<file path="config.mk">
export PLATFORM = sky130hd
export DESIGN_NAME = xbus_req_gen
export DESIGN_NICKNAME = d
export VERILOG_FILES = /design/src/rtl/xbus_pkg.sv /design/src/rtl/xbus_addr_seq.sv /design/src/rtl/xbus_lane_enc.sv /design/src/rtl/xbus_data_steer.sv /design/src/rtl/xbus_req_gen.sv
export SDC_FILE = /design/constraint.sdc
export NUM_CORES = 1
export LEC_CHECK = 0
export BUFFER_PORTS_ARGS = -buffer_cell sky130_fd_sc_hd__buf_2
export CELL_PAD_IN_SITES_DETAIL_PLACEMENT = 0
export CELL_PAD_IN_SITES_GLOBAL_PLACEMENT = 1
export CORE_MARGIN = 3
export CORE_UTILIZATION = 36
export DETAILED_ROUTE_END_ITERATION = 12
export PLACE_DENSITY_LB_ADDON = 0.1
export RECOVER_POWER = 25
export SLEW_MARGIN = 40
export SYNTH_ARGS = -nofsm -noshare
export SYNTH_HDL_FRONTEND = slang
export SYNTH_HIERARCHICAL = 1
export SYNTH_SLANG_ARGS = --single-unit
</file>
<file path="constraint.sdc">
create_clock -name clk -period 2.2 [get_ports clk]
set_input_delay 0.22 -clock clk [delete_from_list [all_inputs] [get_ports clk]]
set_output_delay 0.22 -clock clk [all_outputs]
set_load 0.05 [all_outputs]
</file>
<file path="src/rtl/xbus_pkg.sv">
package xbus_pkg;

   typedef enum logic [1:0] {
      BW8      = 2'd0,
      BW16     = 2'd1,
      BW32     = 2'd2,
      BW32_ALT = 2'd3
   } bus_width_e;

   typedef enum logic {
      ST_IDLE   = 1'b0,
      ST_ACCESS = 1'b1
   } seq_state_e;

   localparam int unsigned XB_LANES  = 4;
   localparam int unsigned XB_LANE_W = 8;

endpackage

</file>
<file path="src/rtl/xbus_addr_seq.sv">
module xbus_addr_seq #(
   parameter int unsigned WORD_W = 30,
   parameter int unsigned BEAT_W = 2
) (
   input  logic              clk,
   input  logic              rst_n,
   input  logic              load,
   input  logic              adv,
   input  logic [WORD_W-1:0] base_word,
   output logic [WORD_W-1:0] word_addr,
   output logic [BEAT_W-1:0] beat_idx
);

   generate
      if (BEAT_W < 1 || WORD_W <= BEAT_W) begin : g_bad_cfg
         $error("xbus_addr_seq: WORD_W must exceed BEAT_W >= 1");
      end
   endgenerate

   logic [WORD_W-1:0] base_q;
   logic [BEAT_W-1:0] beat_q;
   logic [BEAT_W-1:0] low_sum;

   always_ff @(posedge clk) begin
      if (!rst_n) begin
         base_q <= '0;
         beat_q <= '0;
      end else if (load) begin
         base_q <= base_word;
         beat_q <= '0;
      end else if (adv) begin
         beat_q <= beat_q + 1'b1;
      end
   end

   // wrap inside the aligned block: no carry out of the low field
   assign low_sum   = base_q[BEAT_W-1:0] + beat_q;
   assign word_addr = {base_q[WORD_W-1:BEAT_W], low_sum};
   assign beat_idx  = beat_q;

   p_upper_hold_r3: assert property (@(posedge clk) disable iff (!rst_n)
      (adv && !load) |=> $stable(word_addr[WORD_W-1:BEAT_W]));

   p_low_step_r3: assert property (@(posedge clk) disable iff (!rst_n)
      (adv && !load) |=>
      ((word_addr[BEAT_W-1:0] - $past(word_addr[BEAT_W-1:0])) == BEAT_W'(1)));

   p_load_first_r3: assert property (@(posedge clk) disable iff (!rst_n)
      load |=> (word_addr == $past(base_word)));

endmodule

</file>
<file path="src/rtl/xbus_lane_enc.sv">
module xbus_lane_enc
   import xbus_pkg::*;
#(
   parameter bit NARROW_EN = 1'b1
) (
   input  bus_width_e              width,
   input  logic [1:0]              offset,
   input  logic [XB_LANES-1:0]     mask,
   output logic [XB_LANES-1:0]     sel
);

   generate
      if (XB_LANES != 4) begin : g_bad_lanes
         $error("xbus_lane_enc: four byte lanes required");
      end

      if (NARROW_EN) begin : g_multi
         always_comb begin
            sel = '0;
            case (width)
               BW8: begin
                  sel[1] = offset[1];
                  sel[0] = offset[0];
               end
               BW16: begin
                  sel[3] = offset[1] ? mask[3] : mask[1];
                  sel[1] = offset[1];
                  sel[0] = offset[1] ? mask[2] : mask[0];
               end
               default: sel = mask;
            endcase
         end
      end else begin : g_wide_only
         assign sel = mask;
      end
   endgenerate

endmodule

</file>
<file path="src/rtl/xbus_data_steer.sv">
module xbus_data_steer
   import xbus_pkg::*;
#(
   parameter int unsigned DATA_W = 32
) (
   input  bus_width_e        width,
   input  logic [1:0]        offset,
   input  logic [DATA_W-1:0] core_wdata,
   input  logic [DATA_W-1:0] lanes_in,
   output logic [DATA_W-1:0] lanes_out,
   output logic [DATA_W-1:0] core_rdata
);

   localparam int unsigned NB = DATA_W / XB_LANE_W;

   generate
      if (NB != XB_LANES || (DATA_W % XB_LANE_W) != 0) begin : g_bad_width
         $error("xbus_data_steer: DATA_W must hold exactly four byte lanes");
      end
   endgenerate

   logic [XB_LANE_W-1:0] wr_b [NB];
   logic [XB_LANE_W-1:0] in_b [NB];

   for (genvar j = 0; j < NB; j++) begin : g_split
      assign wr_b[j] = core_wdata[XB_LANE_W*j +: XB_LANE_W];
      assign in_b[j] = lanes_in[XB_LANE_W*j +: XB_LANE_W];
   end

   for (genvar i = 0; i < NB; i++) begin : g_lane
      localparam logic     LO_BIT = 1'(i % 2);
      localparam logic     HI_BIT = 1'(i / 2);
      localparam logic [1:0] IDX  = 2'(i);

      // outgoing lane: copy the selected unit onto every lane
      always_comb begin
         case (width)
            BW8:     lanes_out[XB_LANE_W*i +: XB_LANE_W] = wr_b[offset];
            BW16:    lanes_out[XB_LANE_W*i +: XB_LANE_W] = wr_b[{offset[1], LO_BIT}];
            default: lanes_out[XB_LANE_W*i +: XB_LANE_W] = wr_b[IDX];
         endcase
      end

      // returned byte: place narrow lanes at their address position
      always_comb begin
         case (width)
            BW8:     core_rdata[XB_LANE_W*i +: XB_LANE_W] =
                        (offset == IDX) ? in_b[0] : '0;
            BW16:    core_rdata[XB_LANE_W*i +: XB_LANE_W] =
                        (offset[1] == HI_BIT) ? in_b[{1'b0, LO_BIT}] : '0;
            default: core_rdata[XB_LANE_W*i +: XB_LANE_W] = in_b[IDX];
         endcase
      end
   end

endmodule

</file>
<file path="src/rtl/xbus_req_gen.sv">
module xbus_req_gen
   import xbus_pkg::*;
#(
   parameter int unsigned ADDR_W    = 32,
   parameter int unsigned DATA_W    = 32,
   parameter int unsigned LEN_W     = 2,
   parameter bit          NARROW_EN = 1'b1
) (
   input  logic                 clk,
   input  logic                 rst_n,
   input  logic                 req_valid,
   output logic                 req_ready,
   input  logic [ADDR_W-1:0]    req_addr,
   input  logic [XB_LANES-1:0]  req_mask,
   input  logic                 req_write,
   input  logic [LEN_W-1:0]     req_len,
   input  logic [1:0]           req_width,
   input  logic [DATA_W-1:0]    wr_data,
   output logic [DATA_W-1:0]    rd_data,
   output logic                 beat_ack,
   output logic                 done,
   output logic [ADDR_W-3:0]    bus_addr,
   output logic [XB_LANES-1:0]  bus_be,
   output logic                 bus_ads,
   output logic                 bus_wr,
   output logic                 bus_aoe,
   output logic [DATA_W-1:0]    bus_dout,
   output logic                 bus_doe,
   input  logic [DATA_W-1:0]    bus_din,
   input  logic                 bus_rdy
);

   localparam int unsigned WORD_W = ADDR_W - 2;

   generate
      if (DATA_W != XB_LANES * XB_LANE_W) begin : g_bad_dw
         $error("xbus_req_gen: DATA_W must be 32");
      end
      if (LEN_W < 1 || LEN_W + 2 >= ADDR_W) begin : g_bad_len
         $error("xbus_req_gen: LEN_W out of range");
      end
   endgenerate

   seq_state_e        state_q;
   bus_width_e        width_q;
   bus_width_e        width_in;
   logic [1:0]        off_q;
   logic [XB_LANES-1:0] mask_q;
   logic [LEN_W-1:0]  len_q;
   logic              wr_q;
   logic              ads_q;
   logic              ack_q;
   logic              done_q;
   logic [DATA_W-1:0] rd_q;

   logic              accept;
   logic              beat_end;
   logic              last_beat;
   logic [LEN_W-1:0]  beat_idx;
   logic [WORD_W-1:0] word_addr;
   logic [DATA_W-1:0] rd_aligned;

   generate
      if (NARROW_EN) begin : g_width_sel
         assign width_in = bus_width_e'(req_width);
      end else begin : g_width_fixed
         assign width_in = BW32;
      end
   endgenerate

   assign accept    = (state_q == ST_IDLE) && req_valid;
   assign beat_end  = (state_q == ST_ACCESS) && bus_rdy;
   assign last_beat = (beat_idx == len_q);

   always_ff @(posedge clk) begin
      if (!rst_n) begin
         state_q <= ST_IDLE;
         width_q <= BW32;
         off_q   <= '0;
         mask_q  <= '0;
         len_q   <= '0;
         wr_q    <= 1'b0;
         ads_q   <= 1'b0;
         ack_q   <= 1'b0;
         done_q  <= 1'b0;
         rd_q    <= '0;
      end else begin
         ads_q  <= accept;
         ack_q  <= beat_end;
         done_q <= beat_end && last_beat;
         if (accept) begin
            state_q <= ST_ACCESS;
            width_q <= width_in;
            off_q   <= req_addr[1:0];
            mask_q  <= req_mask;
            len_q   <= req_len;
            wr_q    <= req_write;
         end else if (beat_end && last_beat) begin
            state_q <= ST_IDLE;
            wr_q    <= 1'b0;
         end
         if (beat_end && !wr_q) begin
            rd_q <= rd_aligned;
         end
      end
   end

   xbus_addr_seq #(
      .WORD_W (WORD_W),
      .BEAT_W (LEN_W)
   ) addr_seq_i (
      .clk       (clk),
      .rst_n     (rst_n),
      .load      (accept),
      .adv       (beat_end && !last_beat),
      .base_word (req_addr[ADDR_W-1:2]),
      .word_addr (word_addr),
      .beat_idx  (beat_idx)
   );

   xbus_lane_enc #(
      .NARROW_EN (NARROW_EN)
   ) lane_enc_i (
      .width  (width_q),
      .offset (off_q),
      .mask   (mask_q),
      .sel    (bus_be)
   );

   xbus_data_steer #(
      .DATA_W (DATA_W)
   ) data_steer_i (
      .width      (width_q),
      .offset     (off_q),
      .core_wdata (wr_data),
      .lanes_in   (bus_din),
      .lanes_out  (bus_dout),
      .core_rdata (rd_aligned)
   );

   assign req_ready = (state_q == ST_IDLE);
   assign bus_addr  = word_addr;
   assign bus_ads   = ads_q;
   assign bus_wr    = wr_q;
   assign bus_aoe   = (state_q == ST_ACCESS);
   assign bus_doe   = (state_q == ST_ACCESS) && wr_q;
   assign rd_data   = rd_q;
   assign beat_ack  = ack_q;
   assign done      = done_q;

   p_ads_single_r2: assert property (@(posedge clk) disable iff (!rst_n)
      bus_ads |=> !bus_ads);

   p_ads_after_accept_r2: assert property (@(posedge clk) disable iff (!rst_n)
      bus_ads |-> (bus_aoe && $past(req_valid && req_ready)));

   p_wr_steady_r9: assert property (@(posedge clk) disable iff (!rst_n)
      (bus_aoe && !bus_ads) |-> $stable(bus_wr));

   p_idle_read_r9: assert property (@(posedge clk) disable iff (!rst_n)
      !bus_aoe |-> !bus_wr);

   p_doe_write_r7: assert property (@(posedge clk) disable iff (!rst_n)
      bus_doe |-> (bus_wr && bus_aoe));

   p_ack_needs_ready_r10: assert property (@(posedge clk) disable iff (!rst_n)
      beat_ack |-> $past(bus_rdy && bus_aoe));

   p_done_with_ack_r10: assert property (@(posedge clk) disable iff (!rst_n)
      done |-> (beat_ack && req_ready));

   p_busy_ignore_r11: assert property (@(posedge clk) disable iff (!rst_n)
      (req_valid && !req_ready) |=> !bus_ads);

endmodule

</file>
==> metrics <==
switching share of total power 0.356; vias after detailed routing 4,096; sum of routed wire length over all layers around 12,000 um; Post-Syn Area 4500 um2; total design power 4320 uW; multi-input combinational cell area 2390 um2; final slew viol count 0; final count of hold timing violations 0; register cell area after layout 1580 um2; net count of the mapped netlist 635; portion of the clock cycle consumed by the worst path in the final layout 0.960; CP endpoint kind output port; sum of negative setup slack 0 ps; internal power contribution 2790 uW; Netlist cell types 45; non-filler cells, final 865; Layout Skew approximately 7 ps; initial detailed-routing violation count 209; Worst-path clk slew 60 ps; pin count of the biggest net entering global routing 49; ratio of cells with drive above 1 in the final layout 0.313; part of the Yosys area used for sequential elements 0.352; width of the die ~120 um; crit path DAT 1890 ps; Worst Hold Class in2reg; CTS sink cnt 79; fraction of power consumed by combinational cells 0.286; worst slew slack as a fraction of its limit 0.554; number of cells after detailed placement 849; cell row count 40; mean number of vias per cell 4.74; remaining number of nets flagged by the antenna check after routing 0; number of hold buffers added after CTS 0; Max Root-Sink Buffers 2; power density cells about 760 nW/um2; Total Die Area between 10,000 and 15,000 um2; routed metal-1 wire length 5540 um; Worst Path Required 1980 ps; TritonCTS clock tree built; routed length on met2 5900 um; initial cell density of the core 0.371; Die Y-Extent 118 um; transition time at the pin with the least slew margin 672 ps; proportion of power drawn by flip-flops and latches 0.361; global-route usage over all layers 0.178; routability cong. roughly 0.82; area grow syn2layout 26.2%; status complete, no violations; number of standard cells after synthesis roughly 530; count of final setup violators 0; worst-path cell chain nor2b_1, buf_4, mux2_2, o21ai_0, buf_2; Ports approximately 210; worst-path fanout max 10; commonest cells after routing, fill and taps aside buf_2, nand2_1, dfxtp_1; area of the placeable core 12,100 um2; largest vdd supply drop ~0.47 mV; initial antenna violation count 0; Slowest cell on crit path dfxtp_1; H-tree lvl count 3; total overflow reported by the global router 0; Final Core Density 0.468; warning count from the yosys run 6; maximum capacitance violations 0; longest individual stage delay on the worst path 400 ps; 1st-pass router iterations 5; clock latency at the later pin of the worst-skew pair roughly 340 ps; leading cell type in the layout, fill and taps excluded buf_2; post-synthesis average cell area 8.57 um2; total length of routed met3 wires between 700 and 800 um; switching power of the nets 1540 uW; wire length of the first global-routing pass a little over 20,000 um; clock period minus worst slack between 2000 and 2500 ps; leakage power figure 0.00258 uW; number of flops mapped to enable cells by yosys 0; async set-reset flop share out of synthesis 0; startpoint types flop; number of antenna repair diodes 0; clock tree root driver cell clkbuf_16; instance area at placement 5400 um2; final-layout fill cell count 1,275; Synth Register Bits 79; classification of the worst setup path reg2out; total number of nets in the final design 802; prevailing post-synth register cell dfxtp_1; estimated wirelength of the detail-placed design 9320 um; DRC violation count after routing 0; final instance area 5670 um2; part of the power in the clock network 0.354; # port buffers about 210; Inserted Clock Buffers 9; WL per Instance 14.3 um; top layer used by detailed routing met4; achievable frequency about 0.47 GHz; via count of the first global-routing pass 4,048
[power groups by stage]
stage / combinational (uW) / sequential (uW) / clock [uW]
after floorplan: 894 / 1680 / 0
after global placement: 1240 / 1590 / 0
after detailed placement: 1250 / 1590 / 0
after CTS: 1250 / 1560 / 1590
after global routing: 1330 / 1570 / 1650
final: 1240 / 1560 / 1530
[flip-flops by register name, summed over array words and instances (netlist names)]
| register | flops |
|---|---|
| addr_seq_i/base_q | 30 |
| addr_seq_i/beat_idx | 2 |
| beat_ack | 1 |
| bus_ads | 1 |
| bus_aoe | 1 |
| bus_wr | 1 |
| done | 1 |
| len_q | 2 |
| mask_q | 4 |
| off_q | 2 |
| rd_data | 32 |
| width_q | 2 |
[cells in the mapped netlist (2+ instances only)]
cell type / count / area (um2)
a21boi_1: 30 / 225
nand2_1: 113 / 424
buf_6: 7 / 78.8
a21o_1: 16 / 120
o22ai_1: 8 / 50.1
mux2_2: 8 / 90.1
a21boi_0: 12 / 90.1
xnor2_1: 3 / 26.3
xor2_1: 2 / 17.5
o21bai_1: 2 / 15.0
a22oi_1: 8 / 60.1
clkbuf_1: 16 / 60.1
nand3b_1: 2 / 15.0
dfxtp_1: 79 / 1580
inv_1: 12 / 45.0
nor2_1: 4 / 15.0
buf_12: 3 / 60.1
buf_4: 33 / 248
and3b_1: 2 / 17.5
buf_2: 5 / 25.0
mux2i_1: 46 / 460
a22o_1: 8 / 70.1
nor2b_1: 39 / 244
buf_1: 2 / 7.51
a31oi_1: 3 / 18.8
o21ai_0: 26 / 130
and2_1: 11 / 68.8
a222oi_1: 8 / 80.1
[critical path: cells and delay by family, from the launching register on]
family	cells	cell delay (ps)
compound gates	1	160
buf+inv	2	490
flops	1	400
mux	1	350
simple gates	1	140
[worst paths after layout]
check                from            to  slack (ps)  cells past startpoint
max reg2reg    width_q[0]   rd_data[29]         390                      6
min reg2reg   rd_data[13]   rd_data[13]         450                      2
max            width_q[0]  bus_dout[23]          90                      5
min          req_width[1]    width_q[1]         110                      3
[through the flow]
step	hold slack [ps]	setup slack (ps)
final	109	88.3
after global routing	123	-3.69
after CTS	103	21.1
after detailed placement	443	308
after global placement	440	439
after floorplan	327	-219
[repair_timing]
| item | 4_1_cts | 5_1_grt |
|---|---|---|
| setup buffers | 0 | 0 |
| gates resized for setup | 1 | 9 |
| endpoints found under the setup margin | 16 | 16 |
[cell type report]
cell class	instances	share of cell area
Clock inverter	7	0.0139
Clock buffer	9	0.0397
Timing Repair Buffer	223	0.201
Tap cell	168	0.0371
Sequential cell	79	0.279
Inverter	12	0.00794
Multi-Input combinational cell	367	0.421
[layer usage]
metal / vias to the layer above / GRT usage
met5: - / 0
met4: 0 / 0.0593
met3: 17 / 0.0476
met2: 136 / 0.303
met1: 1845 / 0.219
li1: 2098 / -
[cells by family (layout without fill, tap and decap cells)]
group	after synthesis	in the layout	synth area share
compound gates	126	126	0.201
xor+xnor	5	5	0.00974
fa+ha+maj	1	1	0.00278
buf+inv	79	251	0.118
flops	79	79	0.352
mux	54	54	0.122
simple gates	181	181	0.195
Power figures use the tool's default switching activity.
